===== config.mk =====
export PLATFORM = sky130hd
export DESIGN_NAME = isr_mask_ctrl
export DESIGN_NICKNAME = d
export VERILOG_FILES = /design/src/rtl/isr_pkg.sv /design/src/rtl/isr_status_bank.sv /design/src/rtl/isr_mask_bank.sv /design/src/rtl/isr_line_fsm.sv /design/src/rtl/isr_mask_ctrl.sv
export SDC_FILE = /design/constraint.sdc
export NUM_CORES = 1
export LEC_CHECK = 0
export ABC_AREA = 1
export BUFFER_PORTS_ARGS = -buffer_cell sky130_fd_sc_hd__buf_2
export CORE_ASPECT_RATIO = 1.1
export CORE_UTILIZATION = 29
export CTS_CLUSTER_SIZE = 24
export DETAILED_ROUTE_END_ITERATION = 10
export PLACE_DENSITY = 0.84
export SLEW_MARGIN = 0
export SYNTH_ARGS = -nofsm -noshare
export SYNTH_HDL_FRONTEND = slang
export SYNTH_SLANG_ARGS = --single-unit

===== constraint.sdc =====
create_clock -name clk -period 1.2 [get_ports clk]
set_input_delay 0.12 -clock clk [delete_from_list [all_inputs] [get_ports clk]]
set_output_delay 0.12 -clock clk [all_outputs]
set_load 0.005 [all_outputs]

===== src/rtl/isr_pkg.sv =====
package isr_pkg;
    localparam int DATA_W = 32;
    localparam int ADDR_W = 2;

    typedef enum logic [ADDR_W-1:0] {
        REG_STATUS = 2'd0,
        REG_MASK   = 2'd1,
        REG_UNMASK = 2'd2,
        REG_DOMASK = 2'd3
    } reg_sel_e;

    typedef enum logic {
        LINE_QUIET  = 1'b0,
        LINE_RAISED = 1'b1
    } line_state_e;
endpackage


===== src/rtl/isr_status_bank.sv =====
module isr_status_bank #(
    parameter int NSRC = 1
) (
    input  logic            clk,
    input  logic            rst_n,
    input  logic            clr_en,
    input  logic [NSRC-1:0] clr_bits,
    input  logic [NSRC-1:0] set_bits,
    output logic [NSRC-1:0] stat_q
);
    for (genvar i = 0; i < NSRC; i++) begin : g_bit
        logic nxt;
        always_comb begin
            nxt = stat_q[i];
            if (clr_en && clr_bits[i]) nxt = 1'b0;
            if (set_bits[i])           nxt = 1'b1;  // set wins
        end
        always_ff @(posedge clk) begin
            if (!rst_n) stat_q[i] <= 1'b0;
            else        stat_q[i] <= nxt;
        end
    end

    a_r3_event_sets: assert property (@(posedge clk) disable iff (!rst_n)
        set_bits[0] |=> stat_q[0]);
    a_r4_one_clears: assert property (@(posedge clk) disable iff (!rst_n)
        (clr_en && clr_bits[0] && !set_bits[0]) |=> !stat_q[0]);
    a_r4_zero_keeps: assert property (@(posedge clk) disable iff (!rst_n)
        (clr_en && !clr_bits[0] && stat_q[0]) |=> stat_q[0]);
endmodule


===== src/rtl/isr_mask_bank.sv =====
module isr_mask_bank #(
    parameter int NSRC = 1
) (
    input  logic            clk,
    input  logic            rst_n,
    input  logic            unmask_en,
    input  logic            domask_en,
    input  logic [NSRC-1:0] bits,
    output logic [NSRC-1:0] mask_q
);
    for (genvar i = 0; i < NSRC; i++) begin : g_bit
        logic nxt;
        always_comb begin
            nxt = mask_q[i];
            if (unmask_en && bits[i]) nxt = 1'b0;
            if (domask_en && bits[i]) nxt = 1'b1;
        end
        always_ff @(posedge clk) begin
            if (!rst_n) mask_q[i] <= 1'b1;
            else        mask_q[i] <= nxt;
        end
    end

    a_r6_unmask_clears: assert property (@(posedge clk) disable iff (!rst_n)
        (unmask_en && bits[0]) |=> !mask_q[0]);
    a_r7_domask_sets: assert property (@(posedge clk) disable iff (!rst_n)
        (domask_en && bits[0]) |=> mask_q[0]);
    a_r5_idle_holds: assert property (@(posedge clk) disable iff (!rst_n)
        (!unmask_en && !domask_en) |=> $stable(mask_q));
endmodule


===== src/rtl/isr_line_fsm.sv =====
module isr_line_fsm
    import isr_pkg::*;
(
    input  logic clk,
    input  logic rst_n,
    input  logic pending,
    output logic irq
);
    line_state_e state_q, state_d;

    always_comb begin
        state_d = state_q;
        unique case (state_q)
            LINE_QUIET:  if (pending)  state_d = LINE_RAISED;  // RAISE
            LINE_RAISED: if (!pending) state_d = LINE_QUIET;   // DROP
            default:                   state_d = LINE_QUIET;
        endcase
    end

    always_ff @(posedge clk) begin
        if (!rst_n) state_q <= LINE_QUIET;
        else        state_q <= state_d;
    end

    always_comb begin
        unique case (state_q)
            LINE_RAISED: irq = 1'b1;
            default:     irq = 1'b0;
        endcase
    end

    a_r9_rise: assert property (@(posedge clk) disable iff (!rst_n)
        pending |=> irq);
    a_r9_fall: assert property (@(posedge clk) disable iff (!rst_n)
        !pending |=> !irq);
endmodule


===== src/rtl/isr_mask_ctrl.sv =====
module isr_mask_ctrl
    import isr_pkg::*;
#(
    parameter int NSRC = 1
) (
    input  logic              clk,
    input  logic              rst_n,
    input  logic              bus_sel,
    input  logic              bus_wr,
    input  logic [ADDR_W-1:0] bus_addr,
    input  logic              bus_full_word,
    input  logic [DATA_W-1:0] bus_wdata,
    output logic [DATA_W-1:0] bus_rdata,
    output logic              bus_rvalid,
    input  logic [NSRC-1:0]   hw_event,
    output logic              irq_out
);
    reg_sel_e          sel;
    logic              acc_ok, wr_ok, rd_ok;
    logic [NSRC-1:0]   stat_q, mask_q;
    logic [DATA_W-1:0] stat_rd, mask_rd, rd_mux;
    logic              pending;

    assign sel    = reg_sel_e'(bus_addr);
    assign acc_ok = bus_sel && bus_full_word;
    assign wr_ok  = acc_ok && bus_wr;
    assign rd_ok  = acc_ok && !bus_wr;

    isr_status_bank #(.NSRC(NSRC)) u_stat (
        .clk      (clk),
        .rst_n    (rst_n),
        .clr_en   (wr_ok && sel == REG_STATUS),
        .clr_bits (bus_wdata[NSRC-1:0]),
        .set_bits (hw_event),
        .stat_q   (stat_q)
    );

    isr_mask_bank #(.NSRC(NSRC)) u_mask (
        .clk       (clk),
        .rst_n     (rst_n),
        .unmask_en (wr_ok && sel == REG_UNMASK),
        .domask_en (wr_ok && sel == REG_DOMASK),
        .bits      (bus_wdata[NSRC-1:0]),
        .mask_q    (mask_q)
    );

    assign pending = |(stat_q & ~mask_q);

    isr_line_fsm u_line (
        .clk     (clk),
        .rst_n   (rst_n),
        .pending (pending),
        .irq     (irq_out)
    );

    always_comb begin
        stat_rd = '0;
        mask_rd = '0;
        stat_rd[NSRC-1:0] = stat_q;
        mask_rd[NSRC-1:0] = mask_q;
    end

    always_comb begin
        unique case (sel)
            REG_STATUS: rd_mux = stat_rd;
            REG_MASK:   rd_mux = mask_rd;
            default:    rd_mux = '0;  // unmask / domask store nothing
        endcase
    end

    always_ff @(posedge clk) begin
        if (!rst_n) begin
            bus_rvalid <= 1'b0;
            bus_rdata  <= '0;
        end else begin
            bus_rvalid <= rd_ok;
            if (rd_ok) bus_rdata <= rd_mux;
        end
    end

    a_r10_partial_no_strobe: assert property (@(posedge clk) disable iff (!rst_n)
        (bus_sel && !bus_full_word) |=> !bus_rvalid);
    a_r2_strobe_after_read: assert property (@(posedge clk) disable iff (!rst_n)
        rd_ok |=> bus_rvalid);
    a_r8_companions_read_zero: assert property (@(posedge clk) disable iff (!rst_n)
        (rd_ok && (sel == REG_UNMASK || sel == REG_DOMASK)) |=> bus_rdata == '0);
    a_r5_mask_write_ignored: assert property (@(posedge clk) disable iff (!rst_n)
        (wr_ok && sel == REG_MASK) |=> $stable(mask_q));

    if (NSRC < DATA_W) begin : g_unused_chk
        a_r11_unused_zero: assert property (@(posedge clk) disable iff (!rst_n)
            bus_rvalid |-> bus_rdata[DATA_W-1:NSRC] == '0);
    end
endmodule


==> summary.txt <==
Status
  • Status: finished clean

Setup path
  • Crit path max-delay family: flip-flops
  • Crit-path cells: buf_2
  • Crit-path slowest cell: dfxtp_1
  • R2r setup slk: 0.51 ns
  • Type of the worst setup path: register to output port
  • Max stage delay on crit path: between 0.3 and 0.4 ns
  • Worst Path Arrival: 0.67 ns
  • Crit path launch type: register
  • Worst setup EP type: output port
  • Crit-path max FO: 2
  • CP required: 1.08 ns
  • Worst path bufs/invs: 1

Timing
  • Max Freq: 1.27 GHz
  • Final hold viol count: 0
  • # setup viols final: 0
  • RSZ-0062 raised after global routing: no
  • Post-layout min period: between 0.7 and 0.8 ns
  • Final WS setup: 0.411 ns
  • Clock skew: 0.00273 ns
  • Crit share post-route: 65.8%
  • Max-slew violations: 0
  • Setup_tns: 0 ns

Layout
  • Multi-input gate area: between 200 and 250 µm²
  • # nets final: 118
  • Fin area: 427 µm²
  • Antenna diodes: 0
  • Filler Cell Count: between 150 and 200
  • Layout area overhead: -4.21%
  • Sequential Area: 100 µm²
  • Share of layout cells above drive strength 1: 19.5%
  • Core Util, Final: 30.4%

CTS
  • CTS buffer count: 3
  • Clock slew at reported path FFs: 0.04 ns
  • H-Tree Depth: 1
  • CTS tree: done
  • Cts repair resizes: 0
  • Clock root cell: clkbuf_4
  • Post-cts hold buffer count: 0
  • Postcts setup bufs: 0
  • Max Buffers Root-to-Sink: 2
  • Skew-Pair Late Insertion Delay: 0.24 ns
  • Clock sinks: 5

Job
  • Max Cap Viol: 0

Logic synthesis
  • Area leader, netlist: buf_4
  • Top-area cell type share of the netlist area: 52.2%
  • Post-synthesis register bit count: 5
  • Synthesized instance count: 63
  • Most common cell in the synthesized netlist: buf_4
  • Post-synth EDFFs: 0
  • Yosys warning count: 0
  • Part of the Yosys area used for sequential elements: 22.5%
  • Predominant post-synthesis flop cell: dfxtp_1
  • Netlist cell types: 9
  • Netlist Area Pre-Place: 445 µm²
  • Synth top cells by count: 31 x buf_4, 12 x nand2_1, 5 x dfxtp_1, 5 x nor2_1, 4 x nand3_1
  • Top post-synthesis cells by area: buf_4 52%, dfxtp_1 22%, nand2_1 10%
  • Async S/R FF share, synth: 0%
  • Mapped Avg Cell Area: 7.07 µm²

Floorplan
  • Die area: ~1700 µm²
  • Starting Density: 31.8%
  • Rows: 14
  • Chip Height: 43.1 µm
  • Die X: slightly below 40 µm
  • Core Area: approximately 1400 µm²
  • Boundary Pins: 74

Placement
  • Gpl congestion: ~0.56
  • Post-DP HPWL: 488 µm
  • Post-place setup slack: 0.467 ns
  • Post-DP Area: 400 µm²
  • Port buffer count: 11

Detailed routing
  • Post-DR wirelength/cell: 6.47 µm
  • Routed WL: 602 µm
  • DR DRC count: 0
  • Post-DR vias/cell: 3.38
  • Vias: 314
  • Pre-Repair DR Iteration Count: 2
  • ANT nets after route: 0
  • DRT iter0 DRCs: 5

Min path
  • Worst hold path class: primary input to register

GRT
  • Vias in the first global route: ~200
  • Overflow after GRT: 0
  • Largest net degree at the start of global routing: 7
  • First-pass GRT wire length: around 700 µm
  • GRT Total Usage: 6.89%
  • Initial antenna violation count: 0

Power
  • Leakage: 0.267 nW
  • Pwr dens: about 1000 nW/µm²
  • Total power: approximately 430 µW
  • IR drop worst, VDD: ~0.42 mV
[through the flow]
stage	hold slack (ns)	cells
after global routing	0.0719	93
final	0.0861	93
after detailed placement	0.331	89
after global placement	0.325	89
after CTS	0.0802	93
after floorplan	0.204	93
[worst register-to-register path: stages (launching register included)]
cell,delay [ns]
dfxtp_1,0.35
nand3_1,0.08
nand2_1,0.07
nor2_1,0.04
nor2_1,0.10
[layout make-up]
class	instances	share of cell area, %
sequential	5	23.5
timing repair buffer	11	12.9
multi-input combinational	54	50.1
inverter	3	2.64
tap	16	4.69
clock buffer	4	6.16
[power by group]
part | switching [mW] | total, mW | internal [mW]
registers | 0.00417 | 0.178 | 0.174
logic | 0.0445 | 0.0645 | 0.0200
clock network | 0.0633 | 0.189 | 0.125
[per-layer routing]
metal	up-vias	global-route usage, %	part of all wire (%)
li1	157	-	-
met5	-	0	0
met4	0	6.21	1.2
met3	2	6.28	18
met2	29	10.3	45
met1	126	4.79	36
[cell usage in the layout, fill, tap and decap left out]
master / instances
inv_1: 3
clkbuf_1: 1
nor2_1: 5
dfxtp_1: 5
nor2_2: 1
nand3b_1: 1
clkbuf_4: 3
nand2_1: 12
nand3_1: 4
conb_1: 31
buf_2: 11
[cell families (layout without fill, tap and decap cells)]
group | count (synthesis) | in the layout | synth area share (%)
buf+inv | 34 | 18 | 54.8
simple gates | 23 | 23 | 21.9
other cells | 1 | 31 | 0.842
flops | 5 | 5 | 22.5
[path summary, 6_finish.rpt]
| check | startpoint | endpoint | depth (start not counted) |
|---|---|---|---|
| setup / recovery | bus_rdata[0] | bus_rdata[0] | 1 |
| hold / removal | hw_event | u_stat.stat_q | 3 |
| setup reg to reg | u_mask.mask_q | bus_rdata[0] | 4 |
| hold reg to reg | u_mask.mask_q | u_line.state_q | 1 |
[sequential cells by signal, indices dropped and copies added, names as in the netlist]
register / count
u_mask.mask_q: 1
u_line.state_q: 1
u_stat.stat_q: 1
bus_rvalid: 1
bus_rdata: 1
(Power assumes the default switching activity.)
